## src/rtl/adc_scan_pkg.sv

```systemverilog
package adc_scan_pkg;

  localparam int ADDR_W = 2;
  localparam int N_SLOT = 1 << ADDR_W;

  typedef enum logic [2:0] {
    ST_IDLE,
    ST_SETUP,
    ST_CONV,
    ST_WAIT_LO,
    ST_WAIT_HI,
    ST_ADDR,
    ST_RD_LO,
    ST_RD_HI
  } scan_state_e;

  // Mode bit 1 adds slot 0, mode bit 0 adds slot 3; slots 1 and 2 always read.
  function automatic logic [N_SLOT-1:0] slot_mask(input logic [1:0] m);
    return {m[0], 1'b1, 1'b1, m[1]};
  endfunction

endpackage

```

## src/rtl/adc_scan_timer.sv

```systemverilog
module adc_scan_timer #(
  parameter int W = 4
) (
  input  logic         clk,
  input  logic         rst,
  input  logic         load_i,
  input  logic [W-1:0] val_i,
  output logic         zero_o
);

  logic [W-1:0] cnt_q;

  always_ff @(posedge clk) begin
    if (rst) begin
      cnt_q <= '0;
    end else if (load_i) begin
      cnt_q <= val_i;
    end else if (cnt_q != '0) begin
      cnt_q <= cnt_q - 1'b1;
    end
  end

  assign zero_o = (cnt_q == '0);

endmodule

```

## src/rtl/adc_scan_chmap.sv

```systemverilog
module adc_scan_chmap
  import adc_scan_pkg::*;
(
  input  logic [1:0]        mode_i,
  input  logic [ADDR_W-1:0] cur_i,
  output logic [ADDR_W-1:0] first_o,
  output logic [ADDR_W-1:0] next_o,
  output logic              has_next_o
);

  logic [N_SLOT-1:0] mask;

  assign mask = slot_mask(mode_i);

  // Scan downward so the last hit is the lowest qualifying slot.
  always_comb begin
    first_o    = '0;
    next_o     = '0;
    has_next_o = 1'b0;
    for (int i = N_SLOT - 1; i >= 0; i--) begin
      if (mask[i]) begin
        first_o = ADDR_W'(i);
      end
      if (mask[i] && (i > int'(cur_i))) begin
        next_o     = ADDR_W'(i);
        has_next_o = 1'b1;
      end
    end
  end

endmodule

```

## src/rtl/adc_scan_ctrl.sv

```systemverilog
module adc_scan_ctrl
  import adc_scan_pkg::*;
#(
  parameter int DATA_W      = 12,
  parameter int SETUP_CYC   = 4,
  parameter int CONV_CYC    = 2,
  parameter int RD_LO_CYC   = 3,
  parameter int RD_HI_CYC   = 3,
  parameter int TIMEOUT_CYC = 2000,
  parameter int SYNC_STG    = 2
) (
  input  logic                     clk,
  input  logic                     rst,
  input  logic                     trig_i,
  input  logic [1:0]               mode_cfg_i,
  input  logic [1:0]               aux_cfg_i,
  input  logic                     busy_n_i,
  input  logic [DATA_W-1:0]        bus_i,
  output logic [1:0]               mode_o,
  output logic [1:0]               aux_sel_o,
  output logic                     conv_o,
  output logic                     cs_n_o,
  output logic                     rd_n_o,
  output logic [ADDR_W-1:0]        addr_o,
  output logic                     res_valid_o,
  output logic [ADDR_W-1:0]        res_chan_o,
  output logic signed [DATA_W-2:0] res_data_o,
  output logic                     done_o,
  output logic                     timeout_o
);

  localparam int PH_MAX_A = (SETUP_CYC > CONV_CYC) ? SETUP_CYC : CONV_CYC;
  localparam int PH_MAX_B = (RD_LO_CYC > RD_HI_CYC) ? RD_LO_CYC : RD_HI_CYC;
  localparam int PH_MAX   = (PH_MAX_A > PH_MAX_B) ? PH_MAX_A : PH_MAX_B;
  localparam int PH_W     = $clog2(PH_MAX + 1);
  localparam int TO_W     = $clog2(TIMEOUT_CYC + 1);

  scan_state_e st_q, st_nx;

  logic [SYNC_STG-1:0] sync_q;
  logic                busy_s;
  logic                ph_load, ph_zero;
  logic [PH_W-1:0]     ph_val;
  logic                to_load, to_zero;
  logic                cap, evt_done, evt_tmo;
  logic [ADDR_W-1:0]   first_addr, next_addr;
  logic                has_next;
  logic                bus_lsb_unused;

  assign bus_lsb_unused = bus_i[0];

  // Busy arrives from the converter clock domain.
  generate
    if (SYNC_STG == 1) begin : g_sync_one
      always_ff @(posedge clk) begin
        if (rst) sync_q <= '1;
        else     sync_q <= busy_n_i;
      end
    end else begin : g_sync_many
      always_ff @(posedge clk) begin
        if (rst) sync_q <= '1;
        else     sync_q <= {sync_q[SYNC_STG-2:0], busy_n_i};
      end
    end
  endgenerate

  assign busy_s = sync_q[SYNC_STG-1];

  adc_scan_timer #(.W(PH_W)) u_phase (
    .clk    (clk),
    .rst    (rst),
    .load_i (ph_load),
    .val_i  (ph_val),
    .zero_o (ph_zero)
  );

  adc_scan_timer #(.W(TO_W)) u_watch (
    .clk    (clk),
    .rst    (rst),
    .load_i (to_load),
    .val_i  (TO_W'(TIMEOUT_CYC - 1)),
    .zero_o (to_zero)
  );

  adc_scan_chmap u_map (
    .mode_i     (mode_o),
    .cur_i      (addr_o),
    .first_o    (first_addr),
    .next_o     (next_addr),
    .has_next_o (has_next)
  );

  always_comb begin
    st_nx    = st_q;
    ph_load  = 1'b0;
    ph_val   = '0;
    to_load  = 1'b0;
    cap      = 1'b0;
    evt_done = 1'b0;
    evt_tmo  = 1'b0;
    unique case (st_q)
      ST_IDLE: begin
        if (trig_i) begin
          st_nx   = ST_SETUP;
          ph_load = 1'b1;
          ph_val  = PH_W'(SETUP_CYC - 1);
        end
      end
      ST_SETUP: begin
        if (ph_zero) begin
          st_nx   = ST_CONV;
          ph_load = 1'b1;
          ph_val  = PH_W'(CONV_CYC - 1);
        end
      end
      ST_CONV: begin
        if (ph_zero) begin
          st_nx   = ST_WAIT_LO;
          to_load = 1'b1;
        end
      end
      ST_WAIT_LO: begin
        if (!busy_s) begin
          st_nx = ST_WAIT_HI;
        end else if (to_zero) begin
          st_nx   = ST_IDLE;
          evt_tmo = 1'b1;
        end
      end
      ST_WAIT_HI: begin
        if (busy_s) begin
          st_nx = ST_ADDR;
        end else if (to_zero) begin
          st_nx   = ST_IDLE;
          evt_tmo = 1'b1;
        end
      end
      ST_ADDR: begin
        st_nx   = ST_RD_LO;
        ph_load = 1'b1;
        ph_val  = PH_W'(RD_LO_CYC - 1);
      end
      ST_RD_LO: begin
        if (ph_zero) begin
          st_nx   = ST_RD_HI;
          ph_load = 1'b1;
          ph_val  = PH_W'(RD_HI_CYC - 1);
          cap     = 1'b1;
        end
      end
      ST_RD_HI: begin
        if (ph_zero) begin
          if (has_next) begin
            st_nx = ST_ADDR;
          end else begin
            st_nx    = ST_IDLE;
            evt_done = 1'b1;
          end
        end
      end
      default: st_nx = ST_IDLE;
    endcase
  end

  always_ff @(posedge clk) begin
    if (rst) begin
      st_q        <= ST_IDLE;
      mode_o      <= '0;
      aux_sel_o   <= '0;
      conv_o      <= 1'b0;
      cs_n_o      <= 1'b1;
      rd_n_o      <= 1'b1;
      addr_o      <= '0;
      res_valid_o <= 1'b0;
      res_chan_o  <= '0;
      res_data_o  <= '0;
      done_o      <= 1'b0;
      timeout_o   <= 1'b0;
    end else begin
      st_q        <= st_nx;
      res_valid_o <= cap;
      done_o      <= evt_done;
      timeout_o   <= evt_tmo;
      conv_o      <= (st_nx == ST_CONV);
      cs_n_o      <= !((st_nx == ST_ADDR) || (st_nx == ST_RD_LO) || (st_nx == ST_RD_HI));
      rd_n_o      <= (st_nx != ST_RD_LO);
      if (st_q == ST_IDLE && trig_i) begin
        mode_o    <= mode_cfg_i;
        aux_sel_o <= aux_cfg_i;
      end
      if (st_q == ST_WAIT_HI && st_nx == ST_ADDR) begin
        addr_o <= first_addr;
      end else if (st_q == ST_RD_HI && st_nx == ST_ADDR) begin
        addr_o <= next_addr;
      end
      if (cap) begin
        res_chan_o <= addr_o;
        res_data_o <= bus_i[DATA_W-1:1];
      end
    end
  end

endmodule

```

## config.mk

```make
export PLATFORM = sky130hd
export DESIGN_NAME = adc_scan_ctrl
export DESIGN_NICKNAME = d
export VERILOG_FILES = /design/src/rtl/adc_scan_pkg.sv /design/src/rtl/adc_scan_timer.sv /design/src/rtl/adc_scan_chmap.sv /design/src/rtl/adc_scan_ctrl.sv
export SDC_FILE = /design/constraint.sdc
export NUM_CORES = 1
export LEC_CHECK = 0
export BUFFER_PORTS_ARGS = -buffer_cell sky130_fd_sc_hd__buf_2
export CORE_ASPECT_RATIO = 0.6
export CORE_MARGIN = 3
export CORE_UTILIZATION = 50
export CTS_CLUSTER_DIAMETER = 60
export DETAILED_ROUTE_END_ITERATION = 10
export PLACE_DENSITY = 0.83
export SETUP_SLACK_MARGIN = 0.1
export SYNTH_ARGS = -nofsm -noshare
export SYNTH_HDL_FRONTEND = slang
export SYNTH_HIERARCHICAL = 1
export SYNTH_SLANG_ARGS = --single-unit
```

## constraint.sdc

```tcl
create_clock -name clk -period 6.78 [get_ports clk]
set_input_delay 0.339 -clock clk [delete_from_list [all_inputs] [get_ports clk]]
set_output_delay 0.339 -clock clk [all_outputs]
set_load 0.01 [all_outputs]
```

Yosys cells after proc, flatten, opt, wreduce, memory -nomap -nowiden. Cells that the tools add are included.

Multiplexer cells: 37. Divide/modulo/power cells: 0. $mul: 0. Shift-type cells: 0. Equality and inequality tests: 12. Add/subtract/negate cells: 2. Magnitude comparators: 3. Bitwise operators: 2. Reductions and logical operators: 18.

Operator list (count): two-way mux 3 bit (11); one-hot mux 3 bit (8 select lines) (1); two-way mux 11 bit (2); equality test 3 bit (second input constant) (7); two-way mux 2 bit (7); two-way mux 1 bit (13); logical NOT 11 bit (1); nonzero test 11 bit (1); subtractor 11 x 1 -> 11 bit (second input constant) (1); equality test 3 x 2 -> 1 bit (second input constant) (3); one-hot mux 2 bit (4 select lines) (1); logical NOT 3 bit (2); nonzero test 2 bit (3); greater-than comparator 2 bit (first input constant) (2); logical AND 1 bit (4); OR reduction 2 bit (2); equality test 3 x 1 -> 1 bit (second input constant) (1); != test 3 bit (second input constant) (1); one-hot mux 1 bit (3 select lines) (1); nonzero test 3 bit (1); OR reduction 3 bit (1); subtractor 3 x 1 -> 3 bit (second input constant) (1); greater-than comparator 1 x 2 -> 1 bit (first input constant) (1); logical OR 1 bit (2); 3 further kinds (4).

Input bits: 20. Bits in writable memories: 0. Bits in registers: 44. Word-level logic and storage cells: 90. Output and inout port bits: 25. Bits in read-only memories: 0. Bits in latches: 0. Memories kept: 0.

Longest topological paths before layout. Gate-level depths: netlist of run 1.

Word-level depth: 12. Gate-level depth with buffers: 10. Depth with buffers taken out: 9.

Cells and area by module. Netlist of run 1, hierarchy kept.

Modules (own cells, without submodules): adc_scan_ctrl (cells each 156, seq. area each 600.6 um^2, area each 1295.0 um^2, instances 1); adc_scan_timer (u_watch) (cells each 72, seq. area each 220.2 um^2, area each 626.9 um^2, instances 1); adc_scan_timer (u_phase) (cells each 22, seq. area each 60.1 um^2, area each 206.4 um^2, instances 1); adc_scan_chmap (cells each 8, seq. area each 0.0 um^2, area each 42.5 um^2, instances 1).

Least setup slack after synthesis of run 1. OpenSTA, ideal clock, no wires.

Path type: flip-flop to flip-flop. Start: reg u_watch.cnt_q[0]. End: reg addr_o[0]. Stages on the path, launching flop included: 11. Required time: 6659 ps. Slack: 4042 ps. Path buffers: 1. Library setup time: 121 ps. Data arrival time: 2616 ps. Cells stage by stage: dfxtp_1 inv_1 ha_1 or4b_1 buf_2 nor4_4 or3b_1 a21oi_2 nor3_2 o311a_4 mux2_4.

Word-level cells in the longest chain between the ends: 7. Elaborated cells on any way between the ends: 10. Classes of those cells: 1 x eq/ne; 5 x mux; 4 x reduce/logical.

RTL lines: from (decl) (RTL line adc_scan_timer.sv:11) `logic [W-1:0] cnt_q;`; from (signal assigned) (RTL line adc_scan_timer.sv:17) `cnt_q <= val_i;`; from (signal assigned) (RTL line adc_scan_timer.sv:19) `cnt_q <= cnt_q - 1'b1;`; logical NOT 11 bit * (RTL line adc_scan_timer.sv:23) `assign zero_o = (cnt_q == '0);`; net to_zero (RTL line adc_scan_ctrl.sv:44) `logic to_load, to_zero;`; two-way mux 3 bit * (RTL line adc_scan_ctrl.sv:125, adc_scan_ctrl.sv:133); two-way mux 3 bit (on tied branches) (RTL line adc_scan_ctrl.sv:131, adc_scan_ctrl.sv:123); one-hot mux 3 bit (8 select lines) * (RTL line adc_scan_ctrl.sv:101) `unique case (st_q)`; equality test 3 bit * (RTL line adc_scan_ctrl.sv:191, adc_scan_ctrl.sv:193); logical AND 1 bit (on tied branches) (RTL line adc_scan_ctrl.sv:191, adc_scan_ctrl.sv:193); two-way mux 2 bit or nonzero test 2 bit (tied branches); to (signal assigned) (RTL line adc_scan_ctrl.sv:192) `addr_o <= first_addr;`; to (signal assigned) (RTL line adc_scan_ctrl.sv:194) `addr_o <= next_addr;`; to (decl) (RTL line adc_scan_ctrl.sv:24) `output logic [ADDR_W-1:0] addr_o,`.

The timed path passes the listed nets; every way through them passes the cells marked *. A chain may end at the register's enable or synchronous reset.

Worst setup path in the final report of run 1.
Start: reg u_phase.cnt_q[0]. End: reg u_watch.cnt_q[0].

Word-level cells in the longest chain between the ends: 4. Elaborated cells on any way between the ends: 5. Classes of those cells: 3 x mux; 2 x reduce/logical.

RTL lines: from (decl) (RTL line adc_scan_timer.sv:11); from (signal assigned) (RTL line adc_scan_timer.sv:17); from (signal assigned) (RTL line adc_scan_timer.sv:19); logical NOT 3 bit * (RTL line adc_scan_timer.sv:23); net ph_zero (RTL line adc_scan_ctrl.sv:42) `logic ph_load, ph_zero;`; two-way mux 1 bit * (RTL line adc_scan_ctrl.sv:117) `if (ph_zero) begin`; two-way mux 1 bit * (RTL line adc_scan_ctrl.sv:101); net to_load (RTL line adc_scan_ctrl.sv:44); two-way mux 11 bit or nonzero test 2 bit (tied branches).

Marked as above.

==> impl_results.md, run 1 <==
* Maximum number of pins on one net before global-route repair at 45
* Drt initial violations at 72
* Most frequent standard cell in the layout excluding fill and tap cells: sky130_fd_sc_hd__dfxtp_1
* Hold-fix buffers at CTS at 0
* Vias after detailed routing at 1,974
* Clk sink count at 44
* TritonCTS clock tree: done
* Core Footprint at 3910 um^2
* Global Route Usage Sum at 19.2%
* RSZ-0062 raised after global routing: false
* Most used cell, CP: sky130_fd_sc_hd__inv_1
* Syn. warnings at 6
* Number of global-route vias before repair at 1,790
* Commonest non-fill, non-tap cells in the layout: sky130_fd_sc_hd__dfxtp_1 (44), sky130_fd_sc_hd__buf_2 (43), sky130_fd_sc_hd__nand2_1 (40)
* Worst IR drop on VDD at 202 uV
* Fraction of the yosys area taken by sequential cells at 40.6%
* Number of levels the H-tree was split into at 2
* Vias per cell at 5.45
* Fraction of final layout cells with drive strength greater than 1 at 21.0%
* Max stage delay cell, worst path: sky130_fd_sc_hd__nor2b_1
* Setup Skew at 0.00582 ns
* Count of inserted antenna diode cells at 0
* Final Hold Fails at 0
* Area grow syn2layout at 16.9%
* Final weighted congestion of routability-driven global placement at 0.844
* Total net switching power at 337 uW
* Maximum frequency from static timing analysis at 0.308 GHz
* Total Die Area at 5190 um^2
* Buffers added on ports at 43
* Number of synthesized register bits at 44
* Summed instance area of the synthesized netlist at 2170 um^2
* Clock transition at the registers of the reported paths at 0.09 ns
* Final critical-path required period at 3.25 ns
* Number of antenna-violating nets in the routed design at 0
* Clock network fraction of design power at 23.3%
* Nets at 327
* Largest stage delay on the critical path at 0.80 ns
* Latest clock arrival within the worst-skew pair at 0.30 ns
* Hold_ws at 0.217 ns
* Floorplan die height at 57.0 um
* Cell chain of the critical path: inv_1 -> ha_1 -> nand2b_1 -> inv_1 -> and3b_1 -> nor2b_1 -> clkinv_1 -> and4_1 -> a311o_1
* Max-slew headroom at 33.7%
* Num rows at 17
* Per-instance average area after synthesis at 8.41 um^2
* Main synth FF type: sky130_fd_sc_hd__dfxtp_1
* Net switching fraction of the power at 37.7%
* P_leak at 1.05 nW
* Starting density of the core at 55.5%
* Number of distinct library cell variants in the gate-level netlist after synthesis at 57
* Combinational power share at 36.8%
* GRT Residual Overflow at 0
* # IOs at 45
* Total Negative Setup Slacks at 0 ns
* Final count of negative-setup-slack endpoints at 0
* Final Slew Violations at 0
* CP Class: reg2reg
* Crit path max fanout at 15
* Number of buffers on the longest clock path at 2
* Number of buffers created by CTS at 5
* Run status: finished clean
* Data required time of the critical path at 6.97 ns
* Wire per inst at 13.4 um
* Detailed Route WL at 4850 um
* Max-Cap Viols at 0
* Number of buffers inserted by post-CTS setup repair at 0
* Internal power component at 557 uW
* Worst-margin pin slew at 0.992 ns
* Arrival time at the worst endpoint at 3.44 ns
* Kind of path behind the tightest hold check: in2reg
* Half-perimeter wire length after detailed placement at 3400 um
* Post-synth EDFFs at 0
* Die W at 91.1 um
* Initial antenna violation count at 0
* Kind of start point of the critical path: register
* Final Cycle Share at 47.9%
* Reg power frac at 39.8%
* Final routed DRC violation total at 0
* Root Buffer Master: sky130_fd_sc_hd__clkbuf_8
* Fraction of registers with async set/reset at 0%
* Power density relative to cell area at 352 nW/um^2
* Global-route wire length before repair at 8130 um
* Post_cts resized at 0
* Crit path capture type: register
* First-pass DRT Iterations at 4
* Post-Syn Instances at 258
==> worst max-delay path: cells and delay by family, from the launching register on <==
kind / cells / cell delay (ns)
AOI/OAI and AO/OA: 1 / 0.27
DFF: 1 / 0.34
and+or+nand+nor: 4 / 1.48
buffers and inverters: 3 / 0.84
adders and majority gates: 1 / 0.21
==> worst paths after layout <==
kind | cells past startpoint | from | end | slack [ns]
hold / removal | 2 | busy_n_i | sync_q[0]$_SDFF_PP1_ | 0.22
setup / recovery | 9 | u_phase/cnt_q[0]$_SDFFE_PP0P_ | u_watch/cnt_q[0]$_SDFFE_PP0P_ | 3.53
hold reg to reg | 1 | sync_q[0]$_SDFF_PP1_ | sync_q[1]$_SDFF_PP1_ | 0.42
setup reg to reg | 9 | u_phase/cnt_q[0]$_SDFFE_PP0P_ | u_watch/cnt_q[0]$_SDFFE_PP0P_ | 3.53
==> state kept, by name (all words and copies together), names as in the netlist <==
signal and cells:
done_o 1, res_valid_o 1, timeout_o 1, res_data_o 11, addr_o 2, rd_n_o 1, st_q 3, u_watch/cnt_q 11
aux_sel_o 2, res_chan_o 2, u_phase/cnt_q 3, mode_o 2, conv_o 1, cs_n_o 1, sync_q 2
==> kinds of logic (layout without fill, tap and decap cells) <==
family                   count (synthesis)  after routing  synth area share [%]
AND/OR/NAND/NOR                        110            110                  27.5
buffers and inverters                   27             64                  5.59
flip-flops                              44             44                  40.6
XOR/XNOR                                 3              3                  1.21
multiplexers                             7              7                  3.69
adder cells (fa/ha/maj)                  3              3                  1.73
AO/OA/AOI/OAI                           61             61                  19.2
other                                    3             13                 0.519
==> layer usage <==
| metal | part of all wire [%] | vias up | GRT usage [%] | wire [um] |
|---|---|---|---|---|
| met2 | 41 | 72 | 28.1 | 1980 |
| met3 | 9.0 | 5 | 6.59 | 436 |
| li1 | - | 996 | - | - |
| met1 | 49 | 901 | 27.0 | 2400 |
| met4 | 0.74 | 0 | 5.15 | 36 |
| met5 | 0 | - | 0 | 0 |
==> power groups by stage <==
stage | combinational [mW] | sequential, mW | clock, mW
CTS | 0.325 | 0.355 | 0.211
floorplan | 0.283 | 0.335 | 0
finish | 0.329 | 0.356 | 0.209
global route | 0.368 | 0.364 | 0.224
detailed placement | 0.324 | 0.361 | 0
global placement | 0.309 | 0.356 | 0
==> metrics by stage <==
step / instance area (um^2) / power, mW / utilization [%] / cells / setup WS, ns
after floorplan: 2210 / 0.618 / - / 268 / 4.04
after global placement: 2420 / 0.665 / 61.9 / 354 / 3.74
after detailed placement: 2420 / 0.685 / 61.9 / 354 / 3.62
after CTS: 2540 / 0.891 / 64.8 / 362 / 3.60
after global routing: 2540 / 0.956 / 64.8 / 362 / 3.25
final: 2540 / 0.894 / 64.8 / 362 / 3.53
==> area by class of cell <==
type                    count  area [um^2]
multi-input cells         197         1210
clock buffers               5         68.8
flip-flops and latches     44          881
clock inverters             3         46.3
well taps                  57         71.3
repair buffers             43          215
inverters                  13         48.8
fillers                   357         1380
==> Yosys cell counts, types with 2 or more instances <==
cell / count / share of area, %
sky130_fd_sc_hd__dfxtp_1: 44 / 41
sky130_fd_sc_hd__nand2_1: 40 / 6.9
sky130_fd_sc_hd__a21oi_1: 25 / 5.8
sky130_fd_sc_hd__nor2_1: 17 / 2.9
sky130_fd_sc_hd__inv_1: 12 / 2.1
sky130_fd_sc_hd__o21ai_0: 11 / 2.5
sky130_fd_sc_hd__nor2b_1: 10 / 2.9
sky130_fd_sc_hd__clkbuf_1: 7 / 1.2
sky130_fd_sc_hd__mux2i_1: 5 / 2.3
sky130_fd_sc_hd__nor4_1: 5 / 1.4
sky130_fd_sc_hd__buf_2: 4 / 0.92
sky130_fd_sc_hd__nand2b_1: 4 / 1.2
sky130_fd_sc_hd__nand3_1: 4 / 0.92
sky130_fd_sc_hd__or4_1: 4 / 1.4
sky130_fd_sc_hd__conb_1: 3 / 0.52
sky130_fd_sc_hd__ha_1: 3 / 1.7
sky130_fd_sc_hd__nor3_1: 3 / 0.69
sky130_fd_sc_hd__or3_1: 3 / 0.86
sky130_fd_sc_hd__xnor2_1: 3 / 1.2
sky130_fd_sc_hd__a2111oi_0: 2 / 0.81
sky130_fd_sc_hd__a2111oi_1: 2 / 0.92
sky130_fd_sc_hd__and3b_1: 2 / 0.81
sky130_fd_sc_hd__buf_4: 2 / 0.69
sky130_fd_sc_hd__mux2_4: 2 / 1.4
sky130_fd_sc_hd__nor3_2: 2 / 0.92
sky130_fd_sc_hd__nor4b_1: 2 / 0.81
sky130_fd_sc_hd__o221a_2: 2 / 1.0
sky130_fd_sc_hd__o31ai_1: 2 / 0.69
sky130_fd_sc_hd__o41ai_1: 2 / 0.81
sky130_fd_sc_hd__or2_2: 2 / 0.58
sky130_fd_sc_hd__or2b_1: 2 / 0.69
sky130_fd_sc_hd__or3b_1: 2 / 0.81
Power figures use the tool's default switching activity.
==> run 2: changes to the inputs <==
==> constraint.sdc (replaced) <==
create_clock -name clk -period 3 [get_ports clk]
set_input_delay 0.15 -clock clk [delete_from_list [all_inputs] [get_ports clk]]
set_output_delay 0.15 -clock clk [all_outputs]
set_load 0.01 [all_outputs]
==> impl_results.md, run 2 (same netlist as run 1, synthesis figures left out) <==
* Crit path capture type: register (unchanged)
* Root Buffer Master: sky130_fd_sc_hd__clkbuf_8 (unchanged)
* Vias after detailed routing at 1,938 (was 1,974)
* Number of levels the H-tree was split into at 2 (unchanged)
* Die W at 91.1 um (unchanged)
* Final routed DRC violation total at 0 (unchanged)
* Max-slew headroom at 49.3% (was 33.7%)
* Buffers added on ports at 43 (unchanged)
* Power density relative to cell area at 792 nW/um^2 (was 352 nW/um^2)
* Detail Route met3 WL at 356 um (was 436 um)
* Number of cells on the worst reg-to-reg path at 9 (unchanged)
* Cell area after placement at 2440 um^2 (was 2420 um^2)
* Floorplan die height at 57.0 um (unchanged)
* Overall power of the completed layout at 2.03 mW (was 894 uW)
* First-pass DRT Iterations at 4 (unchanged)
* Fraction of final layout cells with drive strength greater than 1 at 22.4% (was 21.0%)
* Hold_ws at 0.0308 ns (was 0.217 ns)
* # IOs at 45 (unchanged)
* Detailed Route WL at 4720 um (was 4850 um)
* RSZ-0062 raised after global routing: false (unchanged)
* P_leak at 1.07 nW (was 1.05 nW)
* Half-perimeter wire length after detailed placement at 3390 um (was 3400 um)
* Initial antenna violation count at 0 (unchanged)
* Number of global-route vias before repair at 1,758 (was 1,790)
* Number of buffers on the longest clock path at 2 (unchanged)
* Capture point of the worst path: addr_o[1]$_SDFFE_PP0P_ (was u_watch/cnt_q[0]$_SDFFE_PP0P_)
* End of the worst register-to-register path: addr_o[1]$_SDFFE_PP0P_ (was u_watch/cnt_q[0]$_SDFFE_PP0P_)
* Final weighted congestion of routability-driven global placement at 0.780 (was 0.844)
* Total Die Area at 5190 um^2 (unchanged)
* GRT Residual Overflow at 0 (unchanged)
* Met2 wire len at 1840 um (was 1980 um)
* Critical Path Start: u_watch/cnt_q[0]$_SDFFE_PP0P_ (was u_phase/cnt_q[0]$_SDFFE_PP0P_)
* Global-route wire length before repair at 8020 um (was 8130 um)
* Final critical-path required period at 2.73 ns (was 3.25 ns)
* Final Slew Violations at 0 (unchanged)
* Kind of start point of the critical path: register (unchanged)
* Latest clock arrival within the worst-skew pair at 0.30 ns (about the same)
* Final count of negative-setup-slack endpoints at 0 (unchanged)
* Num rows at 17 (unchanged)
* Count of inserted antenna diode cells at 0 (unchanged)
* Total routed wire length on the met1 layer at 2520 um (was 2400 um)
* CP Class: reg2reg (unchanged)
* Commonest non-fill, non-tap cells in the layout: sky130_fd_sc_hd__dfxtp_1 (44), sky130_fd_sc_hd__buf_2 (43), sky130_fd_sc_hd__nand2_1 (40) (unchanged)
* Worst-margin pin slew at 0.752 ns (was 0.992 ns)
* Arrival time at the worst endpoint at 2.92 ns (was 3.44 ns)
* Top Registers: res_data_o: 11 flops, u_watch/cnt_q: 11 flops (unchanged)
* Starting density of the core at 55.5% (unchanged)
* Number of antenna-violating nets in the routed design at 0 (unchanged)
* Crit path setup slack, layout at 0.269 ns (was 3.53 ns)
* Crit path max fanout at 8 (was 15)
* Number of buffers created by CTS at 5 (unchanged)
* Wire per inst at 12.9 um (was 13.4 um)
* Post-place setup slack at 0.210 ns (was 3.62 ns)
* Maximum number of pins on one net before global-route repair at 44 (was 45)
* Crit Reg-Reg Startpoint: u_watch/cnt_q[0]$_SDFFE_PP0P_ (was u_phase/cnt_q[0]$_SDFFE_PP0P_)
* Nets at 330 (was 327)
* Number of buffers inserted by post-CTS setup repair at 0 (unchanged)
* Fill cells at 350 (was 357)
* Topmost layer with routed signal wires: met4 (unchanged)
* Core Footprint at 3910 um^2 (unchanged)
* Vias per cell at 5.31 (was 5.45)
* Run status: finished clean (unchanged)
* Global Route Usage Sum at 18.9% (was 19.2%)
* Cell area after layout at 2570 um^2 (was 2540 um^2)
* Clk sink count at 44 (unchanged)
* TritonCTS clock tree: done (unchanged)
* Data required time of the critical path at 3.19 ns (was 6.97 ns)
* Total Negative Setup Slacks at 0 ns (unchanged)
* Area grow syn2layout at 18.3% (was 16.9%)
* R2r setup slk at 0.27 ns (was 3.53 ns)
* Drt initial violations at 133 (was 72)
* Most frequent standard cell in the layout excluding fill and tap cells: sky130_fd_sc_hd__dfxtp_1 (unchanged)
* Clock transition at the registers of the reported paths at 0.09 ns (about the same)
* Maximum frequency from static timing analysis at 0.366 GHz (was 0.308 GHz)
* Max-Cap Viols at 0 (unchanged)
* Kind of path behind the tightest hold check: in2reg (unchanged)
* Worst IR drop on VDD at 509 uV (was 202 uV)
* Final Cycle Share at 91.0% (was 47.9%)
* Final Hold Fails at 0 (unchanged)
* Setup Skew at 0.00924 ns (was 0.00582 ns)
## run 2: changes by cell type in the layout (fill, tap and decap cells not counted), sizes merged
cell  before  now
buf       43   46
## run 2: worst min path at each step
stage / start / end / cells after the start
2_1_floorplan: rst / u_phase/cnt_q[2]$_SDFFE_PP0P_ / 1
3_3_place_gp: busy_n_i / sync_q[0]$_SDFF_PP1_ / 2
3_5_place_dp: busy_n_i / sync_q[0]$_SDFF_PP1_ / 2
4_1_cts: busy_n_i / sync_q[0]$_SDFF_PP1_ / 2
5_1_grt: busy_n_i / sync_q[0]$_SDFF_PP1_ / 2
6_report: busy_n_i / sync_q[0]$_SDFF_PP1_ / 2
## run 2: area by class of cell
cell class / count / area [um^2] / area share [%]
multi-input cells: 197 / 1210 / 47.3
clock buffers: 5 / 68.8 / 2.68
repair buffers: 46 / 238 / 9.25
flip-flops and latches: 44 / 881 / 34.3
inverters: 13 / 48.8 / 1.90
clock inverters: 3 / 46.3 / 1.80
well taps: 57 / 71.3 / 2.78
## run 2: layer usage
layer / global-route usage [%] / vias up
met1: 27.8 / 878
met4: 3.22 / 0
met2: 27.1 / 60
met5: 0 / -
met3: 6.19 / 2
li1: - / 998
## run 2: power by group
group / internal [mW] / total [mW] / switching (mW)
Combinational: 0.357 / 0.770 / 0.413
Clock: 0.251 / 0.463 / 0.212
Sequential: 0.674 / 0.800 / 0.126
Total: 1.28 / 2.03 / 0.751
## run 2: metrics by stage
| step | cells | util (%) |
|---|---|---|
| 6_report | 365 | 65.6 |
| 5_1_grt | 365 | 65.6 |
| 4_1_cts | 365 | 65.4 |
| 2_1_floorplan | 268 | - |
| 3_5_place_dp | 357 | 62.5 |
| 3_3_place_gp | 357 | 62.5 |
## run 2: repair_timing
action | CTS | global route
hold buffers | 0 | 0
gates resized for setup | 0 | 2
setup endpoints to repair | 0 | 2
## run 2: worst max-delay path: stages (launching register included)
cell	delay, ns
sky130_fd_sc_hd__dfxtp_1	0.36
sky130_fd_sc_hd__inv_1	0.07
sky130_fd_sc_hd__ha_1	0.19
sky130_fd_sc_hd__or4b_4	0.54
sky130_fd_sc_hd__nor4_4	0.35
sky130_fd_sc_hd__or3b_1	0.40
sky130_fd_sc_hd__a21oi_2	0.18
sky130_fd_sc_hd__nor3_2	0.08
sky130_fd_sc_hd__o311a_4	0.17
sky130_fd_sc_hd__mux2_4	0.30
==> run 3: changes to the inputs <==
==> constraint.sdc (replaced) <==
create_clock -name clk -period 3.1 [get_ports clk]
set_input_delay 0.155 -clock clk [delete_from_list [all_inputs] [get_ports clk]]
set_output_delay 0.155 -clock clk [all_outputs]
set_load 0.01 [all_outputs]
==> impl_results.md, run 3 (same netlist as run 1, synthesis figures left out) <==
* Hold Path Origin: busy_n_i (unchanged)
* Overall power of the completed layout at 1.97 mW (was 2.03 mW)
* Max stage delay cell, worst path: sky130_fd_sc_hd__or4b_1 (was sky130_fd_sc_hd__or4b_4)
* Number of cells on the worst reg-to-reg path at 9 (unchanged)
* Cell chain of the critical path: inv_1 -> ha_1 -> or4b_1 -> nor4_4 -> or3b_1 -> a21oi_2 -> nor3_2 -> o311a_4 -> mux2_4 (was inv_1 -> ha_1 -> or4b_4 -> nor4_4 -> or3b_1 -> a21oi_2 -> nor3_2 -> o311a_4 -> mux2_4)
* Fill cells at 342 (was 350)
* Clock network fraction of design power at 23.3% (was 22.8%)
* Clock transition at the registers of the reported paths at 0.09 ns (about the same)
* Clk sink count at 44 (unchanged)
* P_leak at 1.07 nW (about the same)
* RSZ-0062 raised after global routing: false (unchanged)
* Arrival time at the worst endpoint at 3.01 ns (was 2.92 ns)
* Most frequent standard cell in the layout excluding fill and tap cells: sky130_fd_sc_hd__dfxtp_1 (unchanged)
* Worst-margin pin slew at 0.674 ns (was 0.752 ns)
* Number of buffers on the longest clock path at 2 (unchanged)
* Detailed Route WL at 4920 um (was 4720 um)
* Largest stage delay on the critical path at 0.61 ns (was 0.54 ns)
* TritonCTS clock tree: done (unchanged)
* Num rows at 17 (unchanged)
* Final Hold Fails at 0 (unchanged)
* Global-route wire length before repair at 8180 um (was 8020 um)
* Run status: finished clean (unchanged)
* Vias per cell at 5.27 (was 5.31)
* Final Cycle Share at 90.8% (was 91.0%)
* # IOs at 45 (unchanged)
* CP Class: reg2reg (unchanged)
* Number of buffers inserted by post-CTS setup repair at 0 (unchanged)
* Area grow syn2layout at 17.9% (was 18.3%)
* Hold_ws at 0.0224 ns (was 0.0308 ns)
* Crit Reg-Reg Startpoint: u_watch/cnt_q[0]$_SDFFE_PP0P_ (unchanged)
* Number of levels the H-tree was split into at 2 (unchanged)
* Final weighted congestion of routability-driven global placement at 0.786 (was 0.780)
* Die W at 91.1 um (unchanged)
* Max-Cap Viols at 0 (unchanged)
* Reg power frac at 39.3% (was 39.4%)
* Net switching fraction of the power at 37.3% (was 36.9%)
* Drt initial violations at 162 (was 133)
* Critical path buffer and inverter count at 1 (unchanged)
* Setup Skew at 0.00543 ns (was 0.00924 ns)
* Total net switching power at 733 uW (was 751 uW)
* Placed Instances at 357 (unchanged)
* Combinational power share at 37.4% (was 37.9%)
* Post_cts resized at 0 (unchanged)
* Total Die Area at 5190 um^2 (unchanged)
* Initial antenna violation count at 0 (unchanged)
* Latest clock arrival within the worst-skew pair at 0.31 ns (was 0.30 ns)
* Total Negative Setup Slacks at 0 ns (unchanged)
* Cell area after layout at 2560 um^2 (was 2570 um^2)
* Maximum frequency from static timing analysis at 0.355 GHz (was 0.366 GHz)
* Fraction of final layout cells with drive strength greater than 1 at 21.8% (was 22.4%)
* End of the worst register-to-register path: addr_o[1]$_SDFFE_PP0P_ (unchanged)
* Cell area after placement at 2440 um^2 (unchanged)
* Half-perimeter wire length after detailed placement at 3450 um (was 3390 um)
* Kind of path behind the tightest hold check: in2reg (unchanged)
* Top Family by Delay on Critical Path: simple AND/OR/NAND/NOR gates (unchanged)
* Commonest non-fill, non-tap cells in the layout: sky130_fd_sc_hd__dfxtp_1 (44), sky130_fd_sc_hd__buf_2 (43), sky130_fd_sc_hd__nand2_1 (40) (unchanged)
* Final routed DRC violation total at 0 (unchanged)
* Number of buffers created by CTS at 5 (unchanged)
* Final Slew Violations at 0 (unchanged)
* Count of inserted antenna diode cells at 0 (unchanged)
* Maximum number of pins on one net before global-route repair at 44 (unchanged)
* Hold-fix buffers at CTS at 0 (unchanged)
* Final Instance Count excl. Fillers at 365 (unchanged)
* Hold Path End: sync_q[0]$_SDFF_PP1_ (unchanged)
* Floorplan die height at 57.0 um (unchanged)
* Nets at 330 (unchanged)
* GRT Residual Overflow at 0 (unchanged)
* Max-slew headroom at 54.6% (was 49.3%)
* Wire per inst at 13.5 um (was 12.9 um)
* Top Registers: res_data_o: 11 flops, u_watch/cnt_q: 11 flops (unchanged)
* Crit path capture type: register (unchanged)
* R2r setup slk at 0.28 ns (was 0.27 ns)
* Final critical-path required period at 2.82 ns (was 2.73 ns)
* Data required time of the critical path at 3.30 ns (was 3.19 ns)
* Hold path depth at 2 (unchanged)
* Internal power component at 1.23 mW (was 1.28 mW)
* Final count of negative-setup-slack endpoints at 0 (unchanged)
* First-pass DRT Iterations at 4 (unchanged)
* Core Footprint at 3910 um^2 (unchanged)
* Number of antenna-violating nets in the routed design at 0 (unchanged)
* Power density relative to cell area at 768 nW/um^2 (was 792 nW/um^2)
* Crit path max fanout at 8 (unchanged)
* Kind of start point of the critical path: register (unchanged)
* Buffers added on ports at 43 (unchanged)
* Root Buffer Master: sky130_fd_sc_hd__clkbuf_8 (unchanged)
* Starting density of the core at 55.5% (unchanged)
* Number of global-route vias before repair at 1,779 (was 1,758)
* Vias after detailed routing at 1,922 (was 1,938)
* Worst IR drop on VDD at 373 uV (was 509 uV)
* Global Route Usage Sum at 19.8% (was 18.9%)
==> run 3: metrics by stage <==
| stage | util, % | setup WS (ns) |
|---|---|---|
| after global placement | 62.5 | 0.390 |
| final | 65.4 | 0.284 |
| after global routing | 65.4 | 0.129 |
| after floorplan | - | 0.362 |
| after detailed placement | 62.5 | 0.343 |
| after CTS | 65.4 | 0.308 |
==> run 3: cell type report <==
| class | count | area (um^2) | share of cell area, % |
|---|---|---|---|
| clock buffer | 5 | 68.8 | 2.69 |
| clock inverter | 3 | 46.3 | 1.81 |
| inverter | 13 | 48.8 | 1.91 |
| multi-input combinational | 197 | 1210 | 47.1 |
| sequential | 44 | 881 | 34.4 |
| tap | 57 | 71.3 | 2.79 |
| timing repair buffer | 46 | 238 | 9.29 |
==> run 3: how the worst max path moves through the flow <==
stage	from	slack (ns)	endpoint	depth (start not counted)
after floorplan	u_watch/cnt_q[0]$_SDFFE_PP0P_	0.36	addr_o[0]$_SDFFE_PP0P_	10
after global placement	u_watch/cnt_q[0]$_SDFFE_PP0P_	0.39	addr_o[1]$_SDFFE_PP0P_	9
after detailed placement	u_watch/cnt_q[0]$_SDFFE_PP0P_	0.34	addr_o[1]$_SDFFE_PP0P_	9
after CTS	u_watch/cnt_q[0]$_SDFFE_PP0P_	0.31	addr_o[1]$_SDFFE_PP0P_	9
after global routing	u_watch/cnt_q[0]$_SDFFE_PP0P_	0.13	addr_o[1]$_SDFFE_PP0P_	8
final	u_watch/cnt_q[0]$_SDFFE_PP0P_	0.28	addr_o[1]$_SDFFE_PP0P_	9
==> run 3: metal layers <==
layer / wire length, um / track usage, % / share of wire, %
met1: 2540 / 27.4 / 52
met2: 1950 / 28.0 / 40
met3: 372 / 7.38 / 7.6
met4: 55 / 7.51 / 1.1
met5: 0 / 0 / 0
==> run 3: power groups by stage <==
stage | sequential [mW] | clock (mW) | combinational (mW)
CTS | 0.768 | 0.467 | 0.728
finish | 0.772 | 0.458 | 0.735
global placement | 0.776 | 0 | 0.699
global route | 0.789 | 0.492 | 0.823
floorplan | 0.732 | 0 | 0.620
detailed placement | 0.780 | 0 | 0.724
==> run 3: worst register-to-register path: cells and delay by family (launching register included) <==
kind	cells	cell delay [ns]
compound gates	2	0.34
fa+ha+maj	1	0.20
buf+inv	1	0.08
flops	1	0.35
mux	1	0.31
simple gates	4	1.43
